$ cat config.mk
export PLATFORM = sky130hd
export DESIGN_NAME = swire_master
export DESIGN_NICKNAME = d
export VERILOG_FILES = /design/src/rtl/swire_pkg.sv /design/src/rtl/swire_regs.sv /design/src/rtl/swire_seq.sv /design/src/rtl/swire_master.sv
export SDC_FILE = /design/constraint.sdc
export NUM_CORES = 1
export LEC_CHECK = 0
export BUFFER_PORTS_ARGS = -buffer_cell sky130_fd_sc_hd__buf_2
export CAP_MARGIN = 10
export CORE_MARGIN = 8
export CORE_UTILIZATION = 55
export DETAILED_ROUTE_END_ITERATION = 8
export PLACE_DENSITY_LB_ADDON = 0.1
export SLEW_MARGIN = 10
export SYNTH_ARGS = -nofsm -noshare
export SYNTH_HDL_FRONTEND = slang
export SYNTH_SLANG_ARGS = --single-unit
$ cat constraint.sdc
create_clock -name clk -period 7.13 [get_ports clk]
set_input_delay 0.713 -clock clk [delete_from_list [all_inputs] [get_ports clk]]
set_output_delay 0.713 -clock clk [all_outputs]
set_load 0.005 [all_outputs]
$ cat src/rtl/swire_pkg.sv
`timescale 1ns/1ps
// Shared constants of the single-wire master: register offsets, bit
// positions of the control and flag registers, and the transfer kind type.
// Assumes byte-wide registers on word-aligned byte offsets.
package swire_pkg;
    localparam int REG_AW = 5;
    localparam int DW     = 8;
    localparam int BCW    = $clog2(DW);

    localparam logic [REG_AW-1:0] A_REV = 5'h00;
    localparam logic [REG_AW-1:0] A_TXD = 5'h04;
    localparam logic [REG_AW-1:0] A_RXD = 5'h08;
    localparam logic [REG_AW-1:0] A_CTL = 5'h0C;
    localparam logic [REG_AW-1:0] A_IRQ = 5'h10;
    localparam logic [REG_AW-1:0] A_CFG = 5'h14;
    localparam logic [REG_AW-1:0] A_STA = 5'h18;

    localparam int C_SINGLE = 7;
    localparam int C_IE     = 6;
    localparam int C_CLKEN  = 5;
    localparam int C_GO     = 4;
    localparam int C_PRES   = 3;
    localparam int C_INIT   = 2;
    localparam int C_DIR    = 1;
    localparam int C_MODE   = 0;

    localparam int F_TXC = 2;
    localparam int F_RXC = 1;
    localparam int F_TMO = 0;

    typedef enum logic [1:0] {XF_TX, XF_RX, XF_BRK} xfer_e;
endpackage

$ cat src/rtl/swire_regs.sv
`timescale 1ns/1ps
// Register file, event flags and interrupt of the single-wire master.
// Decodes writes, produces the one-cycle start request for the sequencer
// and the soft-reset pulse. Assumes the sequencer raises busy on the edge
// after start and holds it until the edge that ends its done cycle.
module swire_regs
    import swire_pkg::*;
#(
    parameter logic [7:0] REV_ID  = 8'h21,
    parameter int         RST_CYC = 4
) (
    input  logic              clk,
    input  logic              rst_n,
    input  logic [REG_AW-1:0] addr,
    input  logic              wr,
    input  logic              rd,
    input  logic [DW-1:0]     wdata,
    output logic [DW-1:0]     rdata,
    input  logic              busy,
    input  logic              done,
    input  xfer_e             done_kind,
    input  logic [DW-1:0]     rx_byte,
    input  logic              presence,
    output logic              start,
    output xfer_e             kind,
    output logic              single,
    output logic              mode,
    output logic [DW-1:0]     tx_byte,
    output logic              srst,
    output logic              irq
);
    localparam int RCW = $clog2(RST_CYC + 1);

    logic [DW-1:0]  tx_q;
    logic           sgl_q, ie_q, cken_q, go_q, init_q, dir_q, mode_q, idle_q;
    logic [2:0]     flg_q, flg_set;
    logic [RCW-1:0] rc_q;
    logic           ctl_wr, flg_rd;

    assign ctl_wr  = wr && (addr == A_CTL) && !busy;
    assign flg_rd  = rd && (addr == A_IRQ);
    assign start   = ctl_wr && wdata[C_GO];
    assign kind    = wdata[C_INIT] ? XF_BRK : (wdata[C_DIR] ? XF_RX : XF_TX);
    assign single  = wdata[C_SINGLE];
    assign mode    = wdata[C_MODE];
    assign srst    = wr && (addr == A_CFG) && wdata[1];
    assign tx_byte = tx_q;
    assign irq     = ie_q && (flg_q != 3'b000);

    // Map a finished transfer to the flag it raises.
    always_comb begin
        flg_set = 3'b000;
        if (done) begin
            case (done_kind)
                XF_TX:   flg_set[F_TXC] = 1'b1;
                XF_RX:   flg_set[F_RXC] = 1'b1;
                default: flg_set[F_TMO] = 1'b1;
            endcase
        end
    end

    // Register state, flag set/clear and the reset-done counter.
    always_ff @(posedge clk) begin
        if (!rst_n || srst) begin
            tx_q   <= '0;
            sgl_q  <= 1'b0; ie_q   <= 1'b0; cken_q <= 1'b0; go_q <= 1'b0;
            init_q <= 1'b0; dir_q  <= 1'b0; mode_q <= 1'b0; idle_q <= 1'b0;
            flg_q  <= '0;
            rc_q   <= '0;
        end else begin
            if (wr && (addr == A_TXD)) tx_q <= wdata;
            if (ctl_wr) begin
                sgl_q  <= wdata[C_SINGLE];
                ie_q   <= wdata[C_IE];
                cken_q <= wdata[C_CLKEN];
                go_q   <= wdata[C_GO];
                init_q <= wdata[C_INIT];
                dir_q  <= wdata[C_DIR];
                mode_q <= wdata[C_MODE];
            end else if (done) begin
                go_q <= 1'b0;
                if (done_kind == XF_BRK) init_q <= 1'b0;
            end
            if (wr && (addr == A_CFG)) idle_q <= wdata[0];
            flg_q <= (flg_rd ? 3'b000 : flg_q) | flg_set;
            if (rc_q != RCW'(RST_CYC)) rc_q <= rc_q + 1'b1;
        end
    end

    // Read multiplexer.
    always_comb begin
        case (addr)
            A_REV:   rdata = REV_ID;
            A_TXD:   rdata = tx_q;
            A_RXD:   rdata = rx_byte;
            A_CTL:   rdata = {sgl_q, ie_q, cken_q, go_q, presence, init_q, dir_q, mode_q};
            A_IRQ:   rdata = {5'b0, flg_q};
            A_CFG:   rdata = {7'b0, idle_q};
            A_STA:   rdata = {7'b0, rc_q == RCW'(RST_CYC)};
            default: rdata = '0;
        endcase
    end
endmodule

$ cat src/rtl/swire_seq.sv
`timescale 1ns/1ps
// Transfer sequencer and slot timer of the single-wire master. One counter
// times each slot; the low time, the sample point and the slot end are
// chosen per transfer kind and per signalling mode. Assumes the break end
// is the longest time in either mode and every sample point lies before
// its slot end.
module swire_seq
    import swire_pkg::*;
#(
    parameter int H_SLOT = 40, parameter int H_LOW0 = 30, parameter int H_LOW1 = 8,
    parameter int H_RDLOW = 4, parameter int H_RDSMP = 20,
    parameter int H_BRKLOW = 50, parameter int H_PRSMP = 70, parameter int H_BRKEND = 120,
    parameter int W_SLOT = 60, parameter int W_LOW0 = 50, parameter int W_LOW1 = 6,
    parameter int W_RDLOW = 6, parameter int W_RDSMP = 14,
    parameter int W_BRKLOW = 80, parameter int W_PRSMP = 110, parameter int W_BRKEND = 160
) (
    input  logic          clk,
    input  logic          rst_n,
    input  logic          srst,
    input  logic          start,
    input  xfer_e         kind,
    input  logic          single,
    input  logic          mode,
    input  logic [DW-1:0] tx_byte,
    input  logic          bus_i,
    output logic          bus_oe,
    output logic          busy,
    output logic          done,
    output xfer_e         done_kind,
    output logic [DW-1:0] rx_byte,
    output logic          presence
);
    localparam int TMAX = (H_BRKEND > W_BRKEND) ? H_BRKEND : W_BRKEND;
    localparam int TW   = $clog2(TMAX + 1);

    logic [1:0]     sync_q;
    logic           busy_q, mode_q, single_q, pres_q;
    xfer_e          kind_q;
    logic [TW-1:0]  t_q;
    logic [BCW-1:0] bit_q;
    logic [DW-1:0]  sh_q, rx_q;
    logic [TW-1:0]  t_slot, t_low0, t_low1, t_rdlow, t_rdsmp, t_brklow, t_prsmp, t_brkend;
    logic [TW-1:0]  low_len, end_pt;
    logic           in_s, last, at_end;

    assign in_s = sync_q[1];

    // Two-flop synchronizer for the raw line level.
    always_ff @(posedge clk) begin
        if (!rst_n) sync_q <= 2'b11;
        else        sync_q <= {sync_q[0], bus_i};
    end

    // Pick the timing set of the latched signalling mode.
    always_comb begin
        if (mode_q) begin
            t_slot = TW'(W_SLOT);    t_low0 = TW'(W_LOW0);   t_low1 = TW'(W_LOW1);
            t_rdlow = TW'(W_RDLOW);  t_rdsmp = TW'(W_RDSMP); t_brklow = TW'(W_BRKLOW);
            t_prsmp = TW'(W_PRSMP);  t_brkend = TW'(W_BRKEND);
        end else begin
            t_slot = TW'(H_SLOT);    t_low0 = TW'(H_LOW0);   t_low1 = TW'(H_LOW1);
            t_rdlow = TW'(H_RDLOW);  t_rdsmp = TW'(H_RDSMP); t_brklow = TW'(H_BRKLOW);
            t_prsmp = TW'(H_PRSMP);  t_brkend = TW'(H_BRKEND);
        end
    end

    // Low time and last count of the current slot.
    always_comb begin
        case (kind_q)
            XF_TX:   low_len = sh_q[0] ? t_low1 : t_low0;
            XF_RX:   low_len = t_rdlow;
            default: low_len = t_brklow;
        endcase
        end_pt = ((kind_q == XF_BRK) ? t_brkend : t_slot) - TW'(1);
    end

    assign last      = single_q || (bit_q == BCW'(DW - 1));
    assign at_end    = busy_q && (t_q == end_pt);
    assign done      = at_end && ((kind_q == XF_BRK) || last);
    assign bus_oe    = busy_q && (t_q < low_len);
    assign busy      = busy_q;
    assign done_kind = kind_q;
    assign rx_byte   = rx_q;
    assign presence  = pres_q;

    // Start, slot counting, sampling, shifting and completion.
    always_ff @(posedge clk) begin
        if (!rst_n || srst) begin
            busy_q <= 1'b0; mode_q <= 1'b0; single_q <= 1'b0; pres_q <= 1'b0;
            kind_q <= XF_TX; t_q <= '0; bit_q <= '0; sh_q <= '0; rx_q <= '0;
        end else if (start && !busy_q) begin
            busy_q   <= 1'b1;
            kind_q   <= kind;
            mode_q   <= mode;
            single_q <= single;
            t_q      <= '0;
            bit_q    <= '0;
            sh_q     <= tx_byte;
            if (kind == XF_BRK) pres_q <= 1'b0;
        end else if (busy_q) begin
            t_q <= t_q + 1'b1;
            if ((kind_q == XF_RX) && (t_q == t_rdsmp)) sh_q <= {in_s, sh_q[DW-1:1]};
            if ((kind_q == XF_BRK) && (t_q == t_prsmp)) pres_q <= !in_s;
            if (at_end) begin
                t_q <= '0;
                if (done) begin
                    busy_q <= 1'b0;
                    if (kind_q == XF_RX) rx_q <= single_q ? {{(DW-1){1'b0}}, sh_q[DW-1]} : sh_q;
                end else begin
                    bit_q <= bit_q + 1'b1;
                    if (kind_q == XF_TX) sh_q <= {1'b0, sh_q[DW-1:1]};
                end
            end
        end
    end
endmodule

$ cat src/rtl/swire_master.sv
`timescale 1ns/1ps
// Top of the single-wire bus master: register file plus sequencer.
// Assumes bus_i is the raw, unsynchronized wire level with an external
// pull-up; bus_oe_o high means the wire is pulled low.
module swire_master
    import swire_pkg::*;
#(
    parameter logic [7:0] REV_ID = 8'h21,
    parameter int RST_CYC = 4,
    parameter int H_SLOT = 40, parameter int H_LOW0 = 30, parameter int H_LOW1 = 8,
    parameter int H_RDLOW = 4, parameter int H_RDSMP = 20,
    parameter int H_BRKLOW = 50, parameter int H_PRSMP = 70, parameter int H_BRKEND = 120,
    parameter int W_SLOT = 60, parameter int W_LOW0 = 50, parameter int W_LOW1 = 6,
    parameter int W_RDLOW = 6, parameter int W_RDSMP = 14,
    parameter int W_BRKLOW = 80, parameter int W_PRSMP = 110, parameter int W_BRKEND = 160
) (
    input  logic              clk,
    input  logic              rst_n,
    input  logic [REG_AW-1:0] reg_addr,
    input  logic              reg_wr,
    input  logic              reg_rd,
    input  logic [DW-1:0]     reg_wdata,
    output logic [DW-1:0]     reg_rdata,
    output logic              irq_o,
    output logic              bus_oe_o,
    input  logic              bus_i
);
    logic          x_start, x_single, x_mode, x_srst, x_busy, x_done, x_pres;
    xfer_e         x_kind, x_done_kind;
    logic [DW-1:0] x_tx, x_rx;

    swire_regs #(.REV_ID(REV_ID), .RST_CYC(RST_CYC)) u_regs (
        .clk(clk), .rst_n(rst_n), .addr(reg_addr), .wr(reg_wr), .rd(reg_rd),
        .wdata(reg_wdata), .rdata(reg_rdata), .busy(x_busy), .done(x_done),
        .done_kind(x_done_kind), .rx_byte(x_rx), .presence(x_pres),
        .start(x_start), .kind(x_kind), .single(x_single), .mode(x_mode),
        .tx_byte(x_tx), .srst(x_srst), .irq(irq_o)
    );

    swire_seq #(
        .H_SLOT(H_SLOT), .H_LOW0(H_LOW0), .H_LOW1(H_LOW1), .H_RDLOW(H_RDLOW),
        .H_RDSMP(H_RDSMP), .H_BRKLOW(H_BRKLOW), .H_PRSMP(H_PRSMP), .H_BRKEND(H_BRKEND),
        .W_SLOT(W_SLOT), .W_LOW0(W_LOW0), .W_LOW1(W_LOW1), .W_RDLOW(W_RDLOW),
        .W_RDSMP(W_RDSMP), .W_BRKLOW(W_BRKLOW), .W_PRSMP(W_PRSMP), .W_BRKEND(W_BRKEND)
    ) u_seq (
        .clk(clk), .rst_n(rst_n), .srst(x_srst), .start(x_start), .kind(x_kind),
        .single(x_single), .mode(x_mode), .tx_byte(x_tx), .bus_i(bus_i),
        .bus_oe(bus_oe_o), .busy(x_busy), .done(x_done), .done_kind(x_done_kind),
        .rx_byte(x_rx), .presence(x_pres)
    );
endmodule

# == Word-level counts from Yosys, hierarchy flattened ==
# Cells that the tools add are included.
# classes
bitwise_logic,3
addsub,4
n_eq_ne,16
mux,40
reduce_logical,33
order_cmp,1
# ops
operator,n
2-to-1 mux 8 bit,10
case mux 8 bit (7 select lines),1
2-to-1 mux 6 bit,3
2-to-1 mux 1 bit,17
case mux 8 bit (2 select lines),1
"== test 5 bit, second input constant",3
logical AND 1 bit,14
"== test 5 x 4 -> 1 bit, second input constant",2
2-to-1 mux 5 bit,2
"adder 8 x 1 -> 8 bit, second input constant",1
== test 8 x 5 -> 1 bit,1
== test 8 x 7 -> 1 bit,1
== test 8 bit,1
< comparator 8 bit,1
nonzero test 2 bit,4
"subtractor 8 x 1 -> 8 bit, second input constant",1
2-to-1 mux 7 bit,1
"adder 3 x 1 -> 3 bit, second input constant",2
"== test 3 bit, second input constant",2
2-to-1 mux 3 bit,2
AND reduction 3 bit,2
"== test 5 x 3 -> 1 bit, second input constant",1
logical NOT 5 bit,1
AND reduction 5 bit,1
other kinds (14),22
# totals
ff_bits,57
in_bits,18
out_inout_bits,10

# == Logic depth before layout (Yosys ltp) ==
# logic_depth
word_depth,10
depth_mapped,9

# == Modules after synthesis ==
# A second synthesis with hierarchy kept.
# unflattened
hier_cells,403
hier_area_um2,3388.2
# modules_own_cells
module,area_per_inst_um2,cells_per_inst,n_inst
swire_seq,2026.9,240,1
swire_regs,1361.3,163,1

# == Least setup slack after synthesis ==
# Ideal clock, no wire load.
# synth_timing
kind,input to register
startpoint,in reg_addr[4]
endpoint,reg u_seq.sh_q[5]
slack_ps,4717
arrival_time_ps,2281
n_path_buf,1
stages,6
path_cell_list,or3_1 -> nor2_1 -> nand2_1 -> clkbuf_1 -> a31oi_1 -> a21oi_1
# synth_between
elab_chain_len,6
elab_cells_between_ends,11
classes_between,eq/ne: 2; mux: 1; reduce/logical: 8
# synth_rtl
element,line_no,source
start: declaration,swire_master.sv:19,"input logic [REG_AW-1:0] reg_addr,"
== test 5 x 4 -> 1 bit,swire_regs.sv:40,assign ctl_wr = wr && (addr == A_CTL) && !busy;
logical AND 1 bit (2 in series),swire_regs.sv:40,
logical AND 1 bit,swire_regs.sv:42,assign start = ctl_wr && wdata[C_GO];
logical AND 1 bit,swire_seq.sv:91,end else if (start && !busy_q) begin
2-to-1 mux 8 bit or nonzero test 2 bit (tied branches),-,
end signal: assignment,swire_seq.sv:98,sh_q <= tx_byte;
end signal: assignment,swire_seq.sv:102,"if ((kind_q == XF_RX) && (t_q == t_rdsmp)) sh_q <= {in_s, sh_q[DW-1:1]};"
end signal: assignment,swire_seq.sv:111,"if (kind_q == XF_TX) sh_q <= {1'b0, sh_q[DW-1:1]};"
end: declaration,swire_seq.sv:41,"logic [DW-1:0] sh_q, rx_q;"
# Several ways; a longest one is shown, not always the timed one.
# A chain may end at the register's enable or synchronous reset.

# == Final worst setup path ==
# layout_timing
startpoint,reg u_seq.mode_q
endpoint,out bus_oe_o
# layout_between
elab_chain_len,5
elab_cells_between_ends,8
classes_between,order compare: 1; mux: 6; reduce/logical: 1
# layout_rtl
element,line_no,source
start: declaration,swire_seq.sv:37,"logic busy_q, mode_q, single_q, pres_q;"
start signal: assignment,swire_seq.sv:94,mode_q <= mode;
2-to-1 mux 4 bit or 2-to-1 mux 6 bit (tied branches),swire_seq.sv:56,if (mode_q) begin
2-to-1 mux 6 bit,swire_seq.sv:70,XF_TX: low_len = sh_q[0] ? t_low1 : t_low0;
case mux 8 bit (2 select lines) *,swire_seq.sv:69,case (kind_q)
< comparator 8 bit *,swire_seq.sv:80,assign bus_oe = busy_q && (t_q < low_len);
logical AND 1 bit *,swire_seq.sv:80,
end: declaration,swire_master.sv:25,"output logic bus_oe_o,"
# Every way passes the cells marked *; elsewhere a longest branch is shown, timed or not.

==> out/metrics.yaml <==
power:
  ir_drop_mv: 0.1299
  seq_power_share: 0.506
  comb_power_share: 0.049
  power.internal_uw: 496.8
  power_density_nw_per_um2: 190.1
  clkPwrFrac: 0.445
  p_sw_uw: 145.9
  total_leakage_power_nw: 1.328
  swShare: 0.2270
placement:
  placed_area_um2: 3188
  dpl_worst_slack_ns: 3.702
  globalplace.congestion: 0.8494
  port_buffers: 27
  dpl.hpwl_um: 5437
clocking:
  htree_levels: 3
  cts_inserted_buffers: 9
  clock_path_buffers: 2
  clkLatencyLatePin_ns: 0.34
  cts-hold-fix-buffers: 0
  clock-root-buffer: "clkbuf_8"
  cts_resized: 0
  clock_sinks: 57
  path_clk_slew_ns: 0.06
  tritoncts: "done"
  cts_setup_buffers: 0
timing:
  timing.hold.ws_ns: 0.4170
  setup_viol: 0
  fmax_ghz: 0.2985
  fin_skew_ns: 0.004606
  slew_headroom: 0.3188
  fin_crit_sh: 0.4699
  maxSlewViolCount: 0
  finalCriticalPeriod_ns: 3.351
  max_slew.worst_pin.slew_ns: 1.018
  setup-tns-final_ns: 0
  hold_viol_final: 0
  fin_ws_ns: 3.779
  rsz0062_at_grt: "false"
critical_path:
  cp-start-kind: "flop"
  crit_path_end_kind: "output pin"
  regToRegSetupSlack_ns: 3.98
  r2r_start: "u_seq.busy$_SDFF_PP0_"
  required_ns: 6.42
  r2r_cells: 7
  crit_fanout: 13
  worstReg2RegEnd: "u_seq.sh_q[1]$_SDFFE_PP0P_"
  crit_type: "flop to output pin"
  arrival_ns: 2.64
route:
  ant_nets: 0
  num_vias: 2666
  drt_drc_violations_left: 0
  drtIter0Drc: 293
  avgRoutedWirePerCell_um: 16.62
  drt_wl_total_um: 7630
  drt-pass1-iter-count: 5
  via_per_inst: 5.808
worst_hold_path:
  holdPathStages: 1
  worstHoldPathType: "flop to flop"
  min_from: "u_seq.sync_q[0]$_SDFF_PN1_"
  worstHoldEndpoint: "u_seq.sync_q[1]$_SDFF_PN1_"
layout:
  drive_above_1_share: 0.1680
  diodes: 0
  syn_to_final_growth_pct: 10.60
  regArea_um2: 1141
  postLayoutCellArea_um2: 3381
  multi_input_area_um2: 1777
  final_common_cell: "dfxtp_1"
  fillers: 495
  most-common-layout-cells: "dfxtp_1 (57), nor2_1 (47), nand2_1 (41)"
  fin_nets: 414
die:
  core_um2: 5439
  rows: 27
  die_h_um: 90.55
  initial_core_util: 0.5620
  die_x_um: 90.55
  pin_count: 28
  die_area_um2: 8199
synthesis:
  synth_edf_count: 0
  synth_area_um2: 3057
  synth.avg_cell_area_um2: 8.374
  synth_nets: 397
  netlist_instances: 365
  yosysWarnings: 0
  async_reset_ff_frac: 0
  synth_ff_type: "dfxtp_1"
  synth_cell_types: 53
  synth-seq-cells: 57
  yosysSeqAreaShare: 0.3733
grt:
  grt_overflow_total: 0
  grt_pass1_vias: 2566
  grt_pass1_wl_um: 12810
  antenna_found_initial: 0
  track_usage: 0.1917
  grt_max_degree: 29
outcome:
  status: "finished, final reports clean"
job:
  drv_cap: 0
==> worst max-delay path by stage <==
stage	start	to	slack, ns	depth (start not counted)
2_1_floorplan	reg_addr[4]	u_seq.sh_q[5]$_SDFFE_PP0P_	4.72	6
3_3_place_gp	reg_addr[4]	u_seq.sh_q[1]$_SDFFE_PP0P_	3.63	7
3_5_place_dp	reg_addr[4]	u_seq.sh_q[1]$_SDFFE_PP0P_	3.70	7
4_1_cts	u_seq.mode_q$_SDFFE_PP0P_	bus_oe_o	3.79	9
5_1_grt	u_seq.mode_q$_SDFFE_PP0P_	bus_oe_o	3.56	9
6_report	u_seq.mode_q$_SDFFE_PP0P_	bus_oe_o	3.78	9
==> state kept, by name (all words and copies together), names as in the netlist, 2 cells and up <==
signal	cells
u_seq.done_kind	2
u_seq.t_q	8
u_seq.sh_q	8
u_regs.tx_byte	8
u_seq.sync_q	2
u_regs.rc_q	3
u_seq.bit_q	3
u_seq.rx_byte	8
u_regs.flg_q	3
==> worst max-delay path: stages, from the launching register on <==
cell	delay, ns
dfxtp_1	0.60
inv_1	0.25
ha_1	0.32
a21o_1	0.18
ha_1	0.27
o21a_1	0.11
o21a_1	0.16
o21ai_0	0.18
a21o_1	0.13
buf_2	0.10
==> metrics by stage <==
stage / std cells / total power [mW] / util
finish: 459 / 0.6427 / 0.6216
global placement: 443 / 0.3629 / 0.5862
floorplan: 365 / 0.3513 / -
global route: 459 / 0.6637 / 0.6216
detailed placement: 443 / 0.3633 / 0.5862
CTS: 459 / 0.6462 / 0.6216
==> metal layers <==
layer	global-route usage	wire, µm	up-vias
met4	0.08738	123	0
met2	0.2856	3320	93
li1	-	-	1328
met3	0.03491	435	9
met5	0	0	-
met1	0.2605	3749	1236
==> kinds of logic (layout without fill, tap and decap cells) <==
kind of cell             after synthesis  count (layout)  share of synthesized area
AO/OA/AOI/OAI                         74              74                     0.1584
adder cells (fa/ha/maj)               14              14                    0.05731
multiplexers                          29              29                    0.09988
XOR/XNOR                              10              10                    0.02866
buffers and inverters                 32              54                    0.04543
flip-flops                            57              57                     0.3733
AND/OR/NAND/NOR                      149             149                     0.2370
==> cells in the mapped netlist (3+ instances only) <==
library cell  instances  area share
nor2_1               47       0.058
clkbuf_1             15       0.018
a21oi_1              26       0.043
nand4_1               4      0.0082
a31oi_1               5       0.010
ha_1                 14       0.057
o21ai_0              12       0.020
mux2i_1              20       0.065
a22oi_1               9       0.022
mux2_2                8       0.029
a21o_1                3      0.0074
nand3_1              15       0.025
dfxtp_1              57        0.37
inv_1                10       0.012
or3_1                 3      0.0061
nor3_1                8       0.013
nand2b_1              3      0.0061
xor2_1                7       0.020
and4_1                3      0.0086
xnor2_1               3      0.0086
nand2_1              41       0.050
and3_1                4      0.0082
buf_2                 3      0.0049
or3b_2                5       0.014
==> layout make-up <==
class                           instances  share of cell area
Tap cell                               72             0.02665
Multi-Input combinational cell        276              0.5255
Clock inverter                          2            0.002961
Clock buffer                           14             0.05403
Inverter                               10             0.01110
Sequential cell                        57              0.3375
Timing Repair Buffer                   28             0.04219
==> power by group through the flow <==
stage	clock, mW	sequential, mW	combinational [mW]
2_1_floorplan	0	0.331	0.0200
3_3_place_gp	0	0.332	0.0305
3_5_place_dp	0	0.332	0.0309
4_1_cts	0.290	0.325	0.0311
5_1_grt	0.303	0.326	0.0356
6_report	0.286	0.325	0.0312
(Power assumes the default switching activity.)
